File: src/rtl/pci_irq_pkg.sv
package pci_irq_pkg;

    // Number of general-purpose input pins a port may select
    localparam int N_PINS   = 16;
    // Number of routing ports, one byte each in a 32-bit register
    localparam int N_PORTS  = 4;
    // Number of shared PCI interrupt lines (A..D)
    localparam int N_LINES  = 4;
    // First system interrupt served by the routing ports
    localparam int IRQ_BASE = 4;
    localparam int PIN_W    = $clog2(N_PINS);
    localparam int PORT_W   = $clog2(N_PORTS);
    localparam int EN_BIT   = 7;

    localparam logic [1:0] ADDR_TABLE = 2'd0;
    localparam logic [1:0] ADDR_PORT  = 2'd1;
    localparam logic [1:0] ADDR_DIR   = 2'd2;
    localparam logic [1:0] ADDR_SETUP = 2'd3;

    typedef enum logic [1:0] {
        ST_IDLE  = 2'd0,
        ST_CLEAR = 2'd1,
        ST_INPUT = 2'd2,
        ST_ARM   = 2'd3
    } setup_state_t;

endpackage

File: src/rtl/pci_irq_swizzle.sv
module pci_irq_swizzle
    import pci_irq_pkg::*;
(
    input  logic [8*N_LINES-1:0] table_q,
    input  logic [1:0]           slot_lo,
    input  logic [7:0]           pin_val,
    output logic [7:0]           irq_num
);

    logic       pin_ok;
    logic [1:0] line_idx;

    always_comb begin
        pin_ok   = (pin_val >= 8'd1) && (pin_val <= 8'(N_LINES));
        // rotate by slot: pin 4 maps to raw index 3 through modulo-4 wrap
        line_idx = 2'(pin_val[1:0] - 2'd1 + slot_lo);
        irq_num  = pin_ok ? table_q[8*line_idx +: 8] : 8'd0;
    end

endmodule

File: src/rtl/pci_irq_sync.sv
module pci_irq_sync #(
    parameter int WIDTH  = 16,
    parameter int STAGES = 2
) (
    input  logic             clk,
    input  logic             rst_n,
    input  logic [WIDTH-1:0] async_in,
    output logic [WIDTH-1:0] sync_out
);

    logic [WIDTH-1:0] chain [STAGES];

    // idle level of an active-low line is high
    always_ff @(posedge clk or negedge rst_n) begin
        if (!rst_n) begin
            for (int i = 0; i < STAGES; i++) chain[i] <= '1;
        end else begin
            chain[0] <= async_in;
            for (int i = 1; i < STAGES; i++) chain[i] <= chain[i-1];
        end
    end

    assign sync_out = chain[STAGES-1];

endmodule

File: src/rtl/pci_irq_port.sv
module pci_irq_port
    import pci_irq_pkg::*;
(
    input  logic [7:0]        cfg_byte,
    input  logic [N_PINS-1:0] pins_sync,
    input  logic [N_PINS-1:0] dir_mask,
    output logic              irq_out
);

    logic [PIN_W-1:0] sel;

    always_comb begin
        sel     = cfg_byte[PIN_W-1:0];
        irq_out = cfg_byte[EN_BIT] & ~dir_mask[sel] & ~pins_sync[sel];
    end

endmodule

File: src/rtl/pci_irq_cfg.sv
module pci_irq_cfg
    import pci_irq_pkg::*;
(
    input  logic                 clk,
    input  logic                 rst_n,
    input  logic                 cfg_we,
    input  logic [1:0]           cfg_addr,
    input  logic [31:0]          cfg_wdata,
    output logic [8*N_LINES-1:0] table_q,
    output logic [8*N_PORTS-1:0] port_q,
    output logic [N_PINS-1:0]    dir_q,
    output setup_state_t         state_q
);

    setup_state_t      state_d;
    logic [7:0]        cmd_irq;
    logic [7:0]        cmd_pin;
    logic              cmd_ok;
    logic              cmd_go;
    logic [PORT_W-1:0] tgt_port;
    logic [PIN_W-1:0]  tgt_pin;

    always_comb begin
        cmd_irq = cfg_wdata[7:0];
        cmd_pin = cfg_wdata[15:8];
        cmd_ok  = (cmd_pin < 8'(N_PINS)) &&
                  (cmd_irq >= 8'(IRQ_BASE)) &&
                  (cmd_irq <  8'(IRQ_BASE + N_PORTS));
        cmd_go  = (state_q == ST_IDLE) && cfg_we &&
                  (cfg_addr == ADDR_SETUP) && cmd_ok;
    end

    // state register
    always_ff @(posedge clk or negedge rst_n) begin
        if (!rst_n) state_q <= ST_IDLE;
        else        state_q <= state_d;
    end

    // next state
    always_comb begin
        state_d = state_q;
        unique case (state_q)
            ST_IDLE:  if (cmd_go) state_d = ST_CLEAR;
            ST_CLEAR: state_d = ST_INPUT;
            ST_INPUT: state_d = ST_ARM;
            ST_ARM:   state_d = ST_IDLE;
        endcase
    end

    // register contents, driven by writes in idle and by the sequencer
    always_ff @(posedge clk or negedge rst_n) begin
        if (!rst_n) begin
            table_q  <= '1;
            port_q   <= '0;
            dir_q    <= '1;
            tgt_port <= '0;
            tgt_pin  <= '0;
        end else begin
            unique case (state_q)
                ST_IDLE: begin
                    if (cfg_we) begin
                        unique case (cfg_addr)
                            ADDR_TABLE: table_q <= cfg_wdata[8*N_LINES-1:0];
                            ADDR_PORT:  port_q  <= cfg_wdata[8*N_PORTS-1:0];
                            ADDR_DIR:   dir_q   <= cfg_wdata[N_PINS-1:0];
                            ADDR_SETUP: begin
                                if (cmd_ok) begin
                                    tgt_port <= PORT_W'(cmd_irq - 8'(IRQ_BASE));
                                    tgt_pin  <= cmd_pin[PIN_W-1:0];
                                end
                            end
                        endcase
                    end
                end
                ST_CLEAR: port_q[8*tgt_port +: 8] <= 8'd0;
                ST_INPUT: dir_q[tgt_pin] <= 1'b0;
                ST_ARM:   port_q[8*tgt_port +: 8] <=
                              {1'b1, {(7-PIN_W){1'b0}}, tgt_pin};
            endcase
        end
    end

endmodule

File: src/rtl/pci_irq_router.sv
module pci_irq_router
    import pci_irq_pkg::*;
#(
    parameter int SYNC_STAGES = 2
) (
    input  logic              clk,
    input  logic              rst_n,
    input  logic              cfg_we,
    input  logic [1:0]        cfg_addr,
    input  logic [31:0]       cfg_wdata,
    input  logic [4:0]        lk_slot,
    input  logic [7:0]        lk_pin,
    output logic [7:0]        lk_irq,
    input  logic [N_PINS-1:0] gpio_in,
    output logic [N_PORTS-1:0] sys_irq
);

    logic [8*N_LINES-1:0] table_q;
    logic [8*N_PORTS-1:0] port_q;
    logic [N_PINS-1:0]    dir_q;
    logic [N_PINS-1:0]    pins_sync;
    setup_state_t         setup_state;
    logic [2:0]           slot_hi_unused;

    assign slot_hi_unused = lk_slot[4:2];

    pci_irq_cfg u_cfg (
        .clk      (clk),
        .rst_n    (rst_n),
        .cfg_we   (cfg_we),
        .cfg_addr (cfg_addr),
        .cfg_wdata(cfg_wdata),
        .table_q  (table_q),
        .port_q   (port_q),
        .dir_q    (dir_q),
        .state_q  (setup_state)
    );

    pci_irq_swizzle u_swz (
        .table_q (table_q),
        .slot_lo (lk_slot[1:0]),
        .pin_val (lk_pin),
        .irq_num (lk_irq)
    );

    pci_irq_sync #(.WIDTH(N_PINS), .STAGES(SYNC_STAGES)) u_sync (
        .clk     (clk),
        .rst_n   (rst_n),
        .async_in(gpio_in),
        .sync_out(pins_sync)
    );

    for (genvar n = 0; n < N_PORTS; n++) begin : g_port
        pci_irq_port u_port (
            .cfg_byte (port_q[8*n +: 8]),
            .pins_sync(pins_sync),
            .dir_mask (dir_q),
            .irq_out  (sys_irq[n])
        );
    end

endmodule

File: config.mk
export PLATFORM = sky130hd
export DESIGN_NAME = pci_irq_router
export DESIGN_NICKNAME = d
export VERILOG_FILES = /design/src/rtl/pci_irq_pkg.sv /design/src/rtl/pci_irq_swizzle.sv /design/src/rtl/pci_irq_sync.sv /design/src/rtl/pci_irq_port.sv /design/src/rtl/pci_irq_cfg.sv /design/src/rtl/pci_irq_router.sv
export SDC_FILE = /design/constraint.sdc
export NUM_CORES = 1
export LEC_CHECK = 0
export BUFFER_PORTS_ARGS = -buffer_cell sky130_fd_sc_hd__buf_2
export CAP_MARGIN = 10
export CORE_MARGIN = 2
export CORE_UTILIZATION = 45
export DETAILED_ROUTE_END_ITERATION = 6
export PLACE_DENSITY = 0.7
export SYNTH_ARGS = -nofsm -noshare
export SYNTH_HDL_FRONTEND = slang
export SYNTH_HIERARCHICAL = 1
export SYNTH_SLANG_ARGS = --single-unit
export TNS_END_PERCENT = 10
File: constraint.sdc
create_clock -name clk -period 5.2 [get_ports clk]
set_input_delay 1.3 -clock clk [delete_from_list [all_inputs] [get_ports clk]]
set_output_delay 1.3 -clock clk [all_outputs]
set_load 0.05 [all_outputs]
==> results of run 1 <==
[worst max path at each step]
| stage | to | slack (ps) | depth (start not counted) |
|---|---|---|---|
| 2_1_floorplan | lk_irq[0] | 1100 | 5 |
| 3_3_place_gp | lk_irq[2] | 950 | 6 |
| 3_5_place_dp | lk_irq[1] | 910 | 6 |
| 4_1_cts | lk_irq[1] | 910 | 6 |
| 5_1_grt | lk_irq[1] | 860 | 6 |
| 6_report | lk_irq[1] | 910 | 6 |
[cell type report]
type,count,area (um2),share of cell area [%]
inverters,20,75.1,1.16
multi-input cells,338,2680,41.4
well taps,172,215,3.32
clock buffers,11,253,3.90
repair buffers,79,410,6.34
clock inverters,5,41.3,0.637
flip-flops and latches,108,2800,43.3
[metal layers]
layer	part of all wire, %	track usage (%)	vias up
met2	48	36.7	148
met3	5.5	4.31	28
met4	2.0	7.15	0
met5	0	0	-
li1	-	-	2046
met1	44	31.6	2270
[worst reg2reg max path, delay by kind of cell (launching register included)]
| kind | cells | cell delay [ps] |
|---|---|---|
| fa+ha+maj | 1 | 320 |
| buf+inv | 2 | 810 |
| compound gates | 2 | 790 |
| flops | 1 | 380 |
[flip-flops by register name, summed over array words and instances (netlist names)]
register	count
u_cfg/table_q	32
u_cfg/port_q	20
u_cfg/dir_q	16
u_sync/chain	16
u_sync/sync_out	16
u_cfg/tgt_pin	4
u_cfg/state_q	2
u_cfg/tgt_port	2
[power by group]
| group | switching, mW | total [mW] | internal [mW] |
|---|---|---|---|
| Combinational | 0.739 | 1.34 | 0.605 |
| Clock | 0.321 | 0.678 | 0.357 |
| Sequential | 0.344 | 1.61 | 1.26 |
==> impl_results.rst, run 1 <==
.. list-table::
   :header-rows: 1

   * - Metric
     - Value
   * - Tightest Hold Check Type
     - flop to flop
   * - Type of the worst setup path
     - input pin to primary output
   * - Diodes inserted
     - 0
   * - Number of antenna violations at the first check in global routing
     - 0
   * - Max-Slew Margin vs Limit
     - 21.7%
   * - Total power
     - 3.63 mW
   * - Final cycle utilization of the critical path
     - 82.5%
   * - Number of warning messages in the yosys log
     - 6
   * - CTS tree
     - built
   * - Setup violations, final
     - 0
   * - Post-route cell area
     - around 6500 um2
   * - Post-CTS setup buffer count
     - 0
   * - Worst reg-to-reg setup slack
     - 2810 ps
   * - Reg2Reg Launch Point
     - u_cfg/state_q[0]$_DFFE_PN0P_
   * - Post-DP Area
     - 6180 um2
   * - Die width
     - approximately 120 um
   * - First-pass iteration count of the detailed router
     - 5
   * - Worst endpoint data arrival time
     - 2990 ps
   * - Die H
     - 118 um
   * - Layout Nets
     - 633
   * - Required @ worst endpoint
     - 3900 ps
   * - Core area
     - 12600 um2
   * - Largest net degree at the start of global routing
     - 66
   * - Kind of start point of the critical path
     - input pin
   * - Worst Min Path Start
     - u_sync/chain[21]$_DFF_PN1_
   * - Number of cells traversed by the worst hold path
     - 0
   * - Number of cell rows
     - 41
   * - Highest achievable clock rate
     - around 230 MHz
   * - Result of the run
     - complete, no violations
   * - Fraction of final layout cells sized beyond drive strength 1
     - 39.4%
   * - Number of remaining DRC errors
     - 0
   * - Number of max-capacitance violations reported
     - 0
   * - Largest voltage drop on the vdd net
     - 0.309 mV
   * - Final ANT Viol Nets
     - 0
   * - Hold Crit Endpoint
     - u_sync/sync_out[5]$_DFF_PN1_
   * - Number of instances in the synthesized netlist
     - 516
   * - Ratio of total power to cell area
     - between 500 and 600 nW/um2
   * - Tot GR Track Use
     - 22.9%
   * - Total via count after detailed routing
     - 4492
   * - Per-instance average area after synthesis
     - 11.3 um2
   * - Area growth syn-to-layout
     - 11.0%
   * - Highest-count cells in the layout ignoring fill and taps
     - dfstp_2 (80), buf_2 (73), a21oi_1 (40)
   * - Global-route wire length before repair
     - between 20 and 25 mm
   * - Level count of the clock H-tree
     - 3
   * - Total CTS buffers
     - 9
   * - Worst-case reg-to-reg path depth
     - 5
   * - Leakage power figure
     - 2.65 nW
   * - Cell count after placement
     - 717
   * - Number of inserted filler cells in the final layout
     - 1160
   * - Most common cell after layout, fill and taps aside
     - dfstp_2
   * - Clock latency reported for the late side of the worst-skew pair
     - ~360 ps
   * - Slowest cell on crit path
     - mux4_1
   * - Via count of the first global-routing pass
     - 4439
   * - Post-DP HPWL
     - 11.2 mm
   * - Count of instances resized after the clock tree is built
     - 0
   * - Worst-case hold slack
     - 356 ps
   * - Detailed Route Iter0 Violations
     - 515
   * - CTS Hold Bufs
     - 0
   * - Clock tree skew after final layout
     - around 9 ps
   * - Post-CTS clock slew at the launch and capture registers of the worst setup and hold paths
     - approximately 70 ps
   * - Critical path buffers and inverters
     - 3
   * - Pin slew with the least headroom to its limit
     - 1170 ps
   * - Maximum clock insertion buffer count
     - 2
   * - Combined area of all synthesized cells
     - 5830 um2
   * - Total die area
     - between 10000 and 15000 um2
   * - Max Slew Vio Count
     - 0
   * - Delay contributed by the slowest stage of the critical path
     - 630 ps
   * - Utilization after layout
     - 51.3%
   * - Synthesized netlist net count
     - 593
   * - Cell family with most CP delay
     - multiplexers
   * - Number of hold violations in the final report
     - 0
   * - Port bufs
     - 74
   * - Routability-driven placement congestion ratio
     - about 0.92
   * - Wire per inst
     - between 20 and 25 um
   * - Initial core utilization
     - 46.2%
   * - Number of sinks driven by the clock tree
     - between 100 and 150
   * - Final worst path period need
     - 4290 ps
   * - Aggregate routed wire length
     - 15.6 mm
   * - Crit end category
     - primary output
   * - Final-layout setup total negative slack
     - 0 ps
   * - Beginning of the critical path
     - lk_pin[0]
   * - Most Frequent Cell on Critical Path
     - buf_2
   * - Master cell of the clock root buffer
     - clkbuf_16
   * - Number of vias per cell after detailed routing
     - slightly above 6
   * - Layout Cells excl Fill
     - 733
   * - Least setup slack across all paths after layout
     - 908 ps
   * - End of the worst register-to-register path
     - u_cfg/port_q[9]$_DFFE_PN0P_
   * - Boundary Pins
     - 78
   * - CP cell instances
     - buf_2 > inv_1 > ha_1 > mux4_1 > nor2b_1 > buf_2
   * - Aggregate global routing overflow
     - 0
   * - Post-Place Worst Slack
     - 906 ps
   * - Setup repair after global routing missed its margin
     - no
   * - Largest driver fanout on the critical path
     - 8
Note: power is estimated with default switching activity, not from simulation.
==> inputs of run 2 (changes only) <==
- PLACE_DENSITY: 0.7 -> 0.73
- clock period: 5.2 -> 3.8 ns (I/O delays scaled with it)
==> impl_results.rst, run 2 (same netlist as run 1, synthesis figures left out) <==
.. list-table::
   :header-rows: 1

   * - Metric
     - Value
   * - Kind of start point of the critical path
     - input pin
   * - Diodes inserted
     - 0 (unchanged)
   * - Tot GR Track Use
     - 22.3% (-0.58 points)
   * - Final ANT Viol Nets
     - 0 (unchanged)
   * - CP cell instances
     - buf_2 > inv_1 > ha_1 > mux4_1 > nor2b_1 > buf_2
   * - Most Frequent Cell on Critical Path
     - buf_2
   * - Clock latency reported for the late side of the worst-skew pair
     - 360 ps (about the same)
   * - Number of antenna violations at the first check in global routing
     - 0 (unchanged)
   * - Worst-case reg-to-reg path depth
     - 6 (+1)
   * - Level count of the clock H-tree
     - 3 (unchanged)
   * - Total via count after detailed routing
     - 4490 (-0.045%)
   * - Post-DP HPWL
     - 10.9 mm (-2.0%)
   * - Number of inserted filler cells in the final layout
     - 1123 (-3.2%)
   * - Highest achievable clock rate
     - 281 MHz
   * - Number of sinks driven by the clock tree
     - 108 (unchanged)
   * - Detailed Route Iter0 Violations
     - 420 (-18%)
   * - Final worst path period need
     - 3560 ps
   * - Maximum clock insertion buffer count
     - 2 (unchanged)
   * - Most common cell after layout, fill and taps aside
     - dfstp_2
   * - Layout Nets
     - 634 (+0.16%)
   * - Type of the worst setup path
     - input pin to primary output
   * - Delay contributed by the slowest stage of the critical path
     - 620 ps (about the same)
   * - Number of flip-flops under the largest register name
     - 32 (unchanged)
   * - Post-Place Worst Slack
     - 241 ps (-665 ps)
   * - Final cycle utilization of the critical path
     - a little over 90%
   * - Count of instances resized after the clock tree is built
     - 0 (unchanged)
   * - Max-Slew Margin vs Limit
     - 22.0% (+0.26 points)
   * - Port bufs
     - 74 (unchanged)
   * - Largest net degree at the start of global routing
     - 63 (-4.5%)
   * - Fraction of final layout cells sized beyond drive strength 1
     - 39.5% (+0.11 points)
   * - Tightest Hold Check Type
     - flop to flop
   * - Via count of the first global-routing pass
     - 4346 (-2.1%)
   * - Leakage power figure
     - 2.66 nW (+0.46%)
   * - Routability-driven placement congestion ratio
     - 0.930 (+0.87%)
   * - Global-route wire length before repair
     - 23.9 mm (-3.6%)
   * - First-pass iteration count of the detailed router
     - 5 (unchanged)
   * - Least setup slack across all paths after layout
     - 244 ps (-664 ps)
   * - Number of remaining DRC errors
     - 0 (unchanged)
   * - Largest driver fanout on the critical path
     - 8 (unchanged)
   * - Register bank with the most flops
     - u_cfg/table_q
   * - Setup repair after global routing missed its margin
     - no
   * - Highest-count cells in the layout ignoring fill and taps
     - dfstp_2 (80), buf_2 (74), a21oi_1 (40)
   * - Post-route cell area
     - 6500 um2 (+0.37%)
   * - Boundary Pins
     - 78 (unchanged)
   * - Number of max-capacitance violations reported
     - 0 (unchanged)
   * - Post-DP Area
     - 6180 um2 (unchanged)
   * - Die H
     - 118 um (unchanged)
   * - Result of the run
     - complete, no violations
   * - Area growth syn-to-layout
     - 11.5%
   * - Number of vias per cell after detailed routing
     - 6.12 (-0.18%)
   * - Number of cells traversed by the worst hold path
     - 0 (unchanged)
   * - Setup violations, final
     - 0 (unchanged)
   * - Number of cells on the critical path
     - 6 (unchanged)
   * - Post-CTS setup buffer count
     - 0 (unchanged)
   * - Slowest cell on crit path
     - mux4_1
   * - Worst endpoint data arrival time
     - 2610 ps (-380 ps)
   * - Aggregate global routing overflow
     - 0 (unchanged)
   * - Cell family with most CP delay
     - multiplexers
   * - Clock tree skew after final layout
     - 5.36 ps (-3.67 ps)
   * - Largest voltage drop on the vdd net
     - 0.419 mV (+35%)
   * - Ratio of total power to cell area
     - 774 nW/um2 (+38%)
   * - Die width
     - 118 um (unchanged)
   * - Wire per inst
     - 20.9 um (-1.7%)
   * - Number of hold violations in the final report
     - 0 (unchanged)
   * - CTS tree
     - built
   * - Critical path buffers and inverters
     - 3 (unchanged)
   * - Master cell of the clock root buffer
     - clkbuf_16
   * - Crit end category
     - primary output
   * - CTS Hold Bufs
     - 0 (unchanged)
   * - Required @ worst endpoint
     - 2850 ps (-1050 ps)
   * - Final-layout setup total negative slack
     - 0 ps (unchanged)
   * - Initial core utilization
     - 46.2% (unchanged)
   * - Total CTS buffers
     - 9 (unchanged)
   * - Utilization after layout
     - 51.5% (+0.19 points)
   * - Post-CTS clock slew at the launch and capture registers of the worst setup and hold paths
     - 70 ps (about the same)
   * - Total power
     - 5.03 mW (+39%)
   * - Core area
     - 12600 um2 (unchanged)
   * - Regs by FF count
     - u_cfg/table_q (32), u_cfg/port_q (20)
   * - Max Slew Vio Count
     - 0 (unchanged)
   * - Total die area
     - 13900 um2 (unchanged)
   * - Aggregate routed wire length
     - 15.3 mm (-1.5%)
   * - Pin slew with the least headroom to its limit
     - 1170 ps (-3.90 ps)
   * - Number of cell rows
     - 41 (unchanged)
## run 2: cell types whose count changed in the layout (fill, tap and decap cells not counted), sizes merged
cell	change
clkbuf	-2
buf	+1
bufinv	+1
clkinv	-2
inv	+3
## run 2: path summary, 6_finish.rpt
path	endpoint	slack, ps	from
setup / recovery	lk_irq[7]	240	lk_pin[0]
hold / removal	u_sync/sync_out[9]$_DFF_PN1_	360	u_sync/chain[25]$_DFF_PN1_
setup reg to reg	u_cfg/port_q[26]$_DFFE_PN0P_	1350	u_cfg/state_q[0]$_DFFE_PN0P_
hold reg to reg	u_sync/sync_out[9]$_DFF_PN1_	360	u_sync/chain[25]$_DFF_PN1_
max in group asynchronous	u_cfg/table_q[29]$_DFFE_PN1P_	2270	rst_n
min in group asynchronous	u_cfg/port_q[31]$_DFFE_PN0P_	670	rst_n
## run 2: power by group
group,switching (mW),internal [mW]
clock network,0.466,0.530
registers,0.468,1.73
logic,1.01,0.824
## run 2: per-layer routing
| layer | vias to the layer above | GRT usage (%) | routed length [um] |
|---|---|---|---|
| met1 | 2232 | 30.0 | 6510 |
| met5 | - | 0 | 0 |
| li1 | 2045 | - | - |
| met2 | 185 | 35.8 | 7300 |
| met3 | 28 | 3.97 | 1100 |
| met4 | 0 | 9.19 | 412 |
## run 2: cell type report
type / instances / area [um2] / area share [%]
clock buffers: 9 / 225 / 3.46
clock inverters: 7 / 87.6 / 1.35
inverters: 20 / 75.1 / 1.15
multi-input cells: 338 / 2680 / 41.2
flip-flops and latches: 108 / 2800 / 43.1
well taps: 172 / 215 / 3.31
repair buffers: 80 / 415 / 6.39
## run 2: worst reg2reg max path, cell delays in order (launching register included)
cell,delay [ps]
dfrtp_1,380
inv_1,100
ha_1,320
inv_1,730
o21ai_0,390
buf_2,290
o2bb2ai_1,160
## run 2: per-stage QoR
stage               instances  hold slack (ps)
detailed placement        717              347
global route              734              360
finish                    734              357
floorplan                 516              345
CTS                       733              359
global placement          717              347
